$ cat src/rtl/cct_pkg.sv
// Package: shared command encoding for the column command timer.
// Assumes a two-bit command field on the request interface.
package cct_pkg;
    typedef enum logic [1:0] {
        CMD_DES = 2'b00,
        CMD_RD  = 2'b01,
        CMD_WR  = 2'b10,
        CMD_MRS = 2'b11
    } cmd_e;
endpackage

$ cat src/rtl/cct_cfg_hold.sv
// Module: cct_cfg_hold
// Keeps the active copy of the latency and spacing settings. The copy
// follows the input vector in every cycle where hold is low, including
// during reset. Assumes hold covers every pending burst and every
// column command being accepted.
module cct_cfg_hold #(
    parameter int W = 35
) (
    input  logic         clk,
    input  logic         rst_n,
    input  logic         hold,
    input  logic [W-1:0] cfg_i,
    output logic [W-1:0] act_o
);
    // Reload the active settings whenever the pipeline is quiet.
    always_ff @(posedge clk) begin
        if (!rst_n || !hold) begin
            act_o <= cfg_i;
        end
    end

    p_cfg_frozen_r8: assert property (@(posedge clk) disable iff (!rst_n)
        hold |=> $stable(act_o));
endmodule

$ cat src/rtl/cct_lat_line.sv
// Module: cct_lat_line
// Turns an accepted command into a BURST-cycle window that opens lat
// cycles later. Overlapping windows are merged by OR. Assumes lat >= 1
// and lat + BURST - 1 <= DEPTH.
module cct_lat_line #(
    parameter int LW    = 6,
    parameter int BURST = 4,
    parameter int DEPTH = 66
) (
    input  logic          clk,
    input  logic          rst_n,
    input  logic          issue,
    input  logic [LW-1:0] lat,
    output logic          win,
    output logic          busy
);
    logic [DEPTH-1:0] sr;
    logic [DEPTH-1:0] mask;

    // Mark the slots that reach the output lat..lat+BURST-1 cycles from now.
    always_comb begin
        for (int i = 0; i < DEPTH; i++) begin
            mask[i] = issue && ((i + 1) >= int'(lat)) && ((i + 1) < int'(lat) + BURST);
        end
    end

    // Advance pending windows one slot per cycle and merge new ones in.
    always_ff @(posedge clk) begin
        if (!rst_n) begin
            sr <= '0;
        end else begin
            sr <= (sr >> 1) | mask;
        end
    end

    assign win  = sr[0];
    assign busy = |sr;

    p_lat_nonzero_r1: assert property (@(posedge clk) disable iff (!rst_n)
        issue |-> (lat != '0));
    p_issue_pending_r8: assert property (@(posedge clk) disable iff (!rst_n)
        issue |=> busy);
endmodule

$ cat src/rtl/cct_spacing.sv
// Module: cct_spacing
// Tracks the cycles since the last column command and the last MRS and
// reports whether a new column command or MRS may go out. Counters
// saturate at their maximum, which is never below any configured gap.
module cct_spacing #(
    parameter int BG_W = 2,
    parameter int SP_W = 5
) (
    input  logic            clk,
    input  logic            rst_n,
    input  logic            col_fire,
    input  logic            mrs_fire,
    input  logic [BG_W-1:0] req_bg,
    input  logic [SP_W-1:0] ccd_s,
    input  logic [SP_W-1:0] ccd_l,
    input  logic [SP_W-1:0] mrd,
    input  logic [SP_W-1:0] mod,
    output logic            col_ok,
    output logic            mrs_ok
);
    logic            col_seen;
    logic            mrs_seen;
    logic [SP_W-1:0] since_col;
    logic [SP_W-1:0] since_mrs;
    logic [BG_W-1:0] last_bg;
    logic [SP_W-1:0] need_col;

    // Choose the column gap from bank-group locality.
    assign need_col = (req_bg == last_bg) ? ccd_l : ccd_s;

    // Evaluate whether each command class has waited long enough.
    always_comb begin
        col_ok = (!col_seen || since_col >= need_col) &&
                 (!mrs_seen || since_mrs >= mod);
        mrs_ok = !mrs_seen || since_mrs >= mrd;
    end

    // Count cycles since the last column command and remember its group.
    always_ff @(posedge clk) begin
        if (!rst_n) begin
            col_seen  <= 1'b0;
            since_col <= '0;
            last_bg   <= '0;
        end else if (col_fire) begin
            col_seen  <= 1'b1;
            since_col <= SP_W'(1);
            last_bg   <= req_bg;
        end else if (col_seen && since_col != '1) begin
            since_col <= since_col + 1'b1;
        end
    end

    // Count cycles since the last MRS.
    always_ff @(posedge clk) begin
        if (!rst_n) begin
            mrs_seen  <= 1'b0;
            since_mrs <= '0;
        end else if (mrs_fire) begin
            mrs_seen  <= 1'b1;
            since_mrs <= SP_W'(1);
        end else if (mrs_seen && since_mrs != '1) begin
            since_mrs <= since_mrs + 1'b1;
        end
    end

    p_gap_short_r3: assert property (@(posedge clk) disable iff (!rst_n)
        (col_fire && col_seen && req_bg != last_bg) |-> (since_col >= ccd_s));
    p_gap_long_r4: assert property (@(posedge clk) disable iff (!rst_n)
        (col_fire && col_seen && req_bg == last_bg) |-> (since_col >= ccd_l));
    p_mrs_gap_r5: assert property (@(posedge clk) disable iff (!rst_n)
        (mrs_fire && mrs_seen) |-> (since_mrs >= mrd));
    p_mrs_to_col_r6: assert property (@(posedge clk) disable iff (!rst_n)
        (col_fire && mrs_seen) |-> (since_mrs >= mod));
    p_one_kind_r10: assert property (@(posedge clk) disable iff (!rst_n)
        !(col_fire && mrs_fire));
endmodule

$ cat src/rtl/col_cmd_timer.sv
// Module: col_cmd_timer
// Gates READ, WRITE and MRS requests against the column and mode
// register spacing rules and schedules the read-valid and write-enable
// windows from the programmed latencies. Assumes the requester holds a
// request until it sees grant, and that CL and CWL are at least 1.
module col_cmd_timer #(
    parameter int BG_W  = 2,
    parameter int LAT_W = 5,
    parameter int SP_W  = 5,
    parameter int BURST = 4
) (
    input  logic             clk,
    input  logic             rst_n,
    input  logic             req_valid,
    input  logic [1:0]       req_kind,
    input  logic [BG_W-1:0]  req_bg,
    input  logic [LAT_W-1:0] cfg_cl,
    input  logic [LAT_W-1:0] cfg_cwl,
    input  logic [LAT_W-1:0] cfg_al,
    input  logic [SP_W-1:0]  cfg_ccd_s,
    input  logic [SP_W-1:0]  cfg_ccd_l,
    input  logic [SP_W-1:0]  cfg_mrd,
    input  logic [SP_W-1:0]  cfg_mod,
    output logic             grant,
    output logic             rd_valid,
    output logic             wr_en
);
    import cct_pkg::*;

    localparam int LW    = LAT_W + 1;
    localparam int DEPTH = 2 * ((1 << LAT_W) - 1) + BURST;
    localparam int CFG_W = 3 * LAT_W + 4 * SP_W;

    logic             is_rd, is_wr, is_mrs;
    logic             col_ok, mrs_ok;
    logic             rd_fire, wr_fire, col_fire, mrs_fire;
    logic             rd_busy, wr_busy, hold;
    logic [CFG_W-1:0] act;
    logic [LAT_W-1:0] a_cl, a_cwl, a_al;
    logic [SP_W-1:0]  a_ccd_s, a_ccd_l, a_mrd, a_mod;
    logic [LW-1:0]    rl, wl;

    // Decode the presented command.
    always_comb begin
        is_rd  = req_valid && (req_kind == CMD_RD);
        is_wr  = req_valid && (req_kind == CMD_WR);
        is_mrs = req_valid && (req_kind == CMD_MRS);
    end

    // Accept a command when its spacing rules are met.
    always_comb begin
        rd_fire  = is_rd && col_ok;
        wr_fire  = is_wr && col_ok;
        col_fire = rd_fire || wr_fire;
        mrs_fire = is_mrs && mrs_ok;
        grant    = col_fire || mrs_fire;
    end

    assign hold = rd_busy || wr_busy || col_fire;

    cct_cfg_hold #(.W(CFG_W)) u_cfg (
        .clk   (clk),
        .rst_n (rst_n),
        .hold  (hold),
        .cfg_i ({cfg_cl, cfg_cwl, cfg_al, cfg_ccd_s, cfg_ccd_l, cfg_mrd, cfg_mod}),
        .act_o (act)
    );

    assign {a_cl, a_cwl, a_al, a_ccd_s, a_ccd_l, a_mrd, a_mod} = act;

    // Total latencies from the active settings.
    always_comb begin
        rl = {1'b0, a_cl}  + {1'b0, a_al};
        wl = {1'b0, a_cwl} + {1'b0, a_al};
    end

    cct_spacing #(.BG_W(BG_W), .SP_W(SP_W)) u_space (
        .clk      (clk),
        .rst_n    (rst_n),
        .col_fire (col_fire),
        .mrs_fire (mrs_fire),
        .req_bg   (req_bg),
        .ccd_s    (a_ccd_s),
        .ccd_l    (a_ccd_l),
        .mrd      (a_mrd),
        .mod      (a_mod),
        .col_ok   (col_ok),
        .mrs_ok   (mrs_ok)
    );

    cct_lat_line #(.LW(LW), .BURST(BURST), .DEPTH(DEPTH)) u_rd_line (
        .clk   (clk),
        .rst_n (rst_n),
        .issue (rd_fire),
        .lat   (rl),
        .win   (rd_valid),
        .busy  (rd_busy)
    );

    cct_lat_line #(.LW(LW), .BURST(BURST), .DEPTH(DEPTH)) u_wr_line (
        .clk   (clk),
        .rst_n (rst_n),
        .issue (wr_fire),
        .lat   (wl),
        .win   (wr_en),
        .busy  (wr_busy)
    );

    p_grant_has_req_r7: assert property (@(posedge clk) disable iff (!rst_n)
        grant |-> req_valid);
    p_des_never_r10: assert property (@(posedge clk) disable iff (!rst_n)
        (req_kind == CMD_DES) |-> !grant);
endmodule

$ cat config.mk
export PLATFORM = sky130hd
export DESIGN_NAME = col_cmd_timer
export DESIGN_NICKNAME = d
export VERILOG_FILES = /design/src/rtl/cct_pkg.sv /design/src/rtl/cct_cfg_hold.sv /design/src/rtl/cct_lat_line.sv /design/src/rtl/cct_spacing.sv /design/src/rtl/col_cmd_timer.sv
export SDC_FILE = /design/constraint.sdc
export NUM_CORES = 1
export LEC_CHECK = 0
export CAP_MARGIN = 20
export CORE_AREA = 3 3 158 160
export DETAILED_ROUTE_END_ITERATION = 10
export DIE_AREA = 0 0 161 163
export SYNTH_ARGS = -nofsm -noshare
export SYNTH_HDL_FRONTEND = slang
export SYNTH_SLANG_ARGS = --single-unit
$ cat constraint.sdc
create_clock -name clk -period 9.35 [get_ports clk]
set_input_delay 1.87 -clock clk [delete_from_list [all_inputs] [get_ports clk]]
set_output_delay 1.87 -clock clk [all_outputs]
set_load 0.005 [all_outputs]
==> summary.txt, run 1 <==
Timing
  • Fin. max-slew vios: 0
  • Worst hold slack: 0.442 ns
  • Setup Skew: 0.0105 ns
  • Worst Max-Slew Pin Slew: 0.993 ns
  • Setup TNS: 0 ns
  • RSZ-0062 raised after global routing: no
  • Endpoints failing hold: 0
  • Highest clock rate: 135 MHz
  • Slew Limit Headroom: 33.3%
  • Final setup viols: 0
  • Crit path time final: 7.41 ns
  • Final Cycle Share: 79.2%

Synthesis
  • Mean Syn Cell Area: 8.89 um^2
  • Synth cell types: 83
  • Synth area leaders: dfxtp_1 (31%), edfxtp_1 (11%), nand2_1 (6.0%)
  • Largest area contributor in the netlist: dfxtp_1
  • Post-synth EDFFs: 35
  • Async SR Flop Fraction: 0%
  • Post-Syn Nets: 1144
  • Seq/Total Area, Yosys: 42.3%
  • Post-Syn Instances: 1057
  • Post-synth top area share: 31.1%
  • Ys Warns: 0
  • Most used DFF post-synth: dfxtp_1
  • Yosys reg bits: 181
  • Area of the mapped netlist: 9400 um^2

Placed design
  • Buffers on Ports: 44
  • Routability Congestion: 0.942
  • Placed Cells: 1367
  • Detailed Place HPWL: 21.3 mm

Cells and area
  • Most frequent cells in the layout: nand2_1 (150), dfxtp_1 (146), o21ai_0 (72)
  • Area of the multi-input gates: 5030 um^2
  • Layout area overhead: 13.2%
  • Core Util, Final: 45.2%
  • Most common cell after layout, fill and taps aside: nand2_1
  • N_diodes: 0
  • Fin cells: 1399
  • Fraction of layout cells with a size suffix above 1: 7.50%
  • Filler cells: 2346
  • Layout Nets: 1154
  • Sequential cell area: 3970 um^2

Die
  • # IOs: 45
  • Total die area: 26200 um^2
  • Starting Density: 39.9%
  • Core area: 23500 um^2
  • # rows: 56
  • Die Wd: 161 um
  • Die Ht: 163 um

CTS
  • CTS H-Tree Depth: 4
  • Number of CTS-inserted buffers: 17
  • # clock sinks: 181
  • Later-pin clock latency in the skew report: 0.44 ns
  • CTS Hold Bufs: 0
  • Post-CTS setup buffers: 0
  • Post-CTS Resized: 0
  • CTS Buffer Depth: 2
  • CTS clk-pin slew, worst paths: 0.07 ns
  • CTS root buf: clkbuf_16
  • CTS tree: done

Run status
  • Status: complete, no violations

Job
  • Maxcap violations: 0

Global routing
  • First-pass GRT wire length: 47.3 mm
  • Overflow after GRT: 0
  • Largest net degree at the start of global routing: 74
  • Vias in the first global route: 8393
  • Total global-route track usage: 22.9%
  • Antenna violations before repair: 0

Detailed routing
  • Vias per std cell: 6.13
  • Drt first-iter violations: 1035
  • Total Wirelength: 29.6 mm
  • 1st-pass router iterations: 7
  • Detailed-route via count: 8581
  • Post-route ant nets: 0
  • DRC: 0
  • Routed length per placed instance: 21.1 um

Setup path
  • Crit path kind: input pin to output port
  • Critical Path Start Type: input pin
  • CP Data Required Time: 7.48 ns
  • Critical path endpoint category: output port
  • CP max FO: 7
  • Worst EP arrival: 5.54 ns

Hold path
  • Min-Delay Path Class: register to register
==> routing by layer <==
metal  routed length [um]  global-route usage, %  up-vias  part of all wire, %
li1                     -                      -     3957                    -
met1                13000                   31.3     4073                   44
met2                13200                   36.1      484                   45
met3                 2600                   4.78       67                  8.8
met4                  767                   7.63        0                  2.6
met5                    0                      0        -                    0
==> worst max-delay path, stage by stage <==
cell             delay, ns
clkdlybuf4s50_1       0.44
xor2_1                0.15
nor2_1                0.41
mux2_2                0.40
ha_1                  0.28
nor2b_1               0.04
o21ai_0               0.17
a31oi_1               0.21
nor3_1                0.85
nand2b_1              0.21
clkdlybuf4s50_1       0.51
==> final cells by class <==
type | count | share of cell area, %
clock inverter | 14 | 1.23
clock buffer | 18 | 4.13
sequential | 181 | 37.4
multi-input combinational | 777 | 47.3
inverter | 31 | 1.09
tap | 319 | 3.75
timing repair buffer | 59 | 5.17
==> synthesized netlist by cell type (14+ instances only) <==
cell type	instances
ha_1	43
nand3_1	27
a31oi_1	17
nor4_1	37
inv_1	29
o31ai_1	14
edfxtp_1	35
nand2_1	150
nand2b_1	20
o21ai_0	72
a21o_1	16
clkbuf_1	48
dfxtp_1	146
a21oi_1	56
nand4_1	14
nor2_1	63
o22ai_1	23
a32o_1	35
==> cells by family after synthesis <==
kind of cell | share of synthesized area (%)
buf+inv | 4.31
fa+ha+maj | 6.15
simple gates | 18.6
compound gates | 25.1
flops | 42.3
xor+xnor | 1.93
mux | 1.66
==> state kept, by name, indices dropped and copies added, names as in the netlist <==
register,flops
u_space.mrs_seen,1
u_rd_line.sr,66
u_cfg.act_o,35
u_space.since_mrs,5
u_space.col_seen,1
u_space.since_col,5
u_space.last_bg,2
u_wr_line.sr,66
==> final timing paths <==
path | slack (ns) | end | depth (start not counted) | startpoint
max reg2reg | 5.12 | u_rd_line.sr[59] | 9 | u_cfg.act_o[22]
min | 0.44 | u_wr_line.sr[10] | 2 | u_wr_line.sr[11]
max | 1.94 | grant | 11 | req_bg[1]
min reg2reg | 0.44 | u_wr_line.sr[10] | 2 | u_wr_line.sr[11]
==> metrics by stage <==
step | setup slack, ns | instance area [um^2]
after detailed placement | 1.93 | 10100
after floorplan | 1.37 | 9400
after global routing | 1.63 | 10600
after global placement | 2.00 | 10100
final | 1.94 | 10600
after CTS | 1.90 | 10600
Power of run 1 is not shown: default switching activity piles up to over one toggle a cycle in this logic, so the estimate is an artifact.
==> inputs of run 2 (changes only) <==
clock period = 7.2 ns   (was 9.35 ns; I/O delays follow)
==> summary.txt, run 2 (same netlist as run 1, synthesis figures left out) <==
Run status
  • Status: complete, no violations

Setup path
  • Setup crit end: grant
  • RR Startpoint: u_cfg.act_o[22]
  • FF-to-FF End: u_rd_line.sr[61]
  • Critical path's most frequent cell: clkdlybuf4s50_1
  • Critical Path Start Type: input pin
  • Critical path endpoint category: output port
  • CP Launch Point: req_bg[0]
  • Worst EP arrival: 4.49 ns (-1.05 ns)
  • Worst reg-to-reg path cell count: 9 (unchanged)
  • Setup slack, reg-to-reg: 2.98 ns (-2.14 ns)
  • CP Data Required Time: 5.76 ns (-1.72 ns)
  • Cell chain of the critical path: clkdlybuf4s50_1 > xor2_1 > nor2_1 > mux2_2 > ha_1 > nor2b_1 > o21ai_0 > a31oi_1 > nor3_1 > nand2b_1 > clkdlybuf4s50_1
  • Critical path's slowest cell: clkdlybuf4s50_1
  • CP max FO: 5 (-2)
  • Crit path kind: input pin to output port
  • Max incr delay on CP: 0.45 ns (-0.40 ns)

Placed design
  • Dpl ws: 1.24 ns (-0.694 ns)
  • Routability Congestion: 0.996 (+5.7%)
  • Detailed Place HPWL: 21.2 mm (-0.63%)
  • Placed Cells: 1365 (-0.15%)
  • Buffers on Ports: 44 (unchanged)

Die
  • # rows: 56 (unchanged)
  • Total die area: 26200 um^2 (unchanged)
  • Die Wd: 161 um (unchanged)
  • Die Ht: 163 um (unchanged)
  • Core area: 23500 um^2 (unchanged)
  • Starting Density: 39.9% (unchanged)
  • # IOs: 45 (unchanged)

Hold path
  • Hold depth: 2 (unchanged)
  • Hold_sp: u_wr_line.sr[11]
  • Min-Delay Path Class: register to register

CTS
  • # clock sinks: 181 (unchanged)
  • Later-pin clock latency in the skew report: 0.43 ns (about the same)
  • Post-CTS setup buffers: 0 (unchanged)
  • Number of CTS-inserted buffers: 17 (unchanged)
  • Post-CTS Resized: 0 (unchanged)
  • CTS tree: done
  • CTS clk-pin slew, worst paths: 0.06 ns (about the same)
  • CTS root buf: clkbuf_16
  • CTS Buffer Depth: 2 (unchanged)
  • CTS Hold Bufs: 0 (unchanged)
  • CTS H-Tree Depth: 4 (unchanged)

Cells and area
  • Fin cells: 1396 (-0.21%)
  • Layout Nets: 1152 (-0.17%)
  • Largest regs: u_rd_line.sr x66, u_wr_line.sr x66, u_cfg.act_o x35
  • Filler cells: 2405 (+2.5%)
  • N_diodes: 0 (unchanged)
  • Layout area overhead: 13.5%
  • Area of the multi-input gates: 5040 um^2 (+0.22%)
  • Core Util, Final: 45.3% (+0.12 points)
  • Most common cell after layout, fill and taps aside: nand2_1
  • Fraction of layout cells with a size suffix above 1: 7.24% (-0.26 points)
  • Sequential cell area: 3970 um^2 (unchanged)
  • Most frequent cells in the layout: nand2_1 (150), dfxtp_1 (146), o21ai_0 (72)

Timing
  • Final worst slack: 1.27 ns (-0.670 ns)
  • Final setup viols: 0 (unchanged)
  • Worst Max-Slew Pin Slew: 1.03 ns (+0.0391 ns)
  • Fin. max-slew vios: 0 (unchanged)
  • Setup Skew: 0.00712 ns (-0.00339 ns)
  • Crit path time final: 5.93 ns
  • RSZ-0062 raised after global routing: no
  • Endpoints failing hold: 0 (unchanged)
  • Final Cycle Share: 82.3%
  • Highest clock rate: 169 MHz
  • Slew Limit Headroom: 30.9% (-2.4 points)
  • Setup TNS: 0 ns (unchanged)

Global routing
  • Antenna violations before repair: 0 (unchanged)
  • Overflow after GRT: 0 (unchanged)
  • Largest net degree at the start of global routing: 91 (+23%)
  • Vias in the first global route: 8190 (-2.4%)
  • First-pass GRT wire length: 46.5 mm (-1.7%)
  • Total global-route track usage: 22.6% (-0.30 points)

Detailed routing
  • DRC: 0 (unchanged)
  • 1st-pass router iterations: 6 (-1)
  • Post-route ant nets: 0 (unchanged)
  • Drt first-iter violations: 1288 (+24%)
  • Routed length per placed instance: 21.1 um (-0.34%)
  • Total Wirelength: 29.4 mm (-0.55%)
  • Vias per std cell: 6.10 (-0.53%)
  • Detailed-route via count: 8517 (-0.75%)

Job
  • Maxcap violations: 0 (unchanged)
-- run 2: cell types whose count changed in the layout (fill, tap and decap cells not counted), sizes merged --
cell,before,now
buf,16,14
inv,41,34
bufinv,0,2
clkinv,1,2
clkbuf,18,22
clkinvlp,3,2
-- run 2: how the worst min path moves through the flow --
| stage | endpoint | slack, ns |
|---|---|---|
| 3_3_place_gp | u_wr_line.sr[42] | 0.43 |
| 3_5_place_dp | u_wr_line.sr[10] | 0.44 |
| 6_report | u_wr_line.sr[10] | 0.44 |
| 5_1_grt | u_rd_line.sr[52] | 0.46 |
| 4_1_cts | u_rd_line.sr[52] | 0.44 |
| 2_1_floorplan | u_wr_line.sr[10] | 0.42 |
-- run 2: critical path: cells and delay by family --
kind / cells / cell delay, ns
buf+inv: 2 / 0.89
mux: 1 / 0.41
compound gates: 2 / 0.51
simple gates: 4 / 0.81
fa+ha+maj: 1 / 0.27
xor+xnor: 1 / 0.15
-- run 2: metal layers --
metal  vias to the layer above  GRT usage, %  part of all wire [%]
met5                         -             0                     0
met4                         0          7.04                   2.6
met3                        69          4.81                   9.4
met2                       497          35.8                    45
met1                      4010          30.9                    43
li1                       3941             -                     -
-- run 2: final cells by class --
type | instances | share of cell area (%)
Clock inverter | 9 | 1.09
Timing Repair Buffer | 57 | 5.02
Multi-Input combinational cell | 777 | 47.2
Tap cell | 319 | 3.74
Clock buffer | 22 | 4.55
Inverter | 31 | 1.09
Sequential cell | 181 | 37.3
-- run 2: through the flow --
step / instance area, um^2 / hold WS [ns]
after floorplan: 9410 / 0.417
after global placement: 10100 / 0.431
after detailed placement: 10100 / 0.439
after CTS: 10700 / 0.444
after global routing: 10700 / 0.464
final: 10700 / 0.444
Power of run 2 is left out for the same reason.
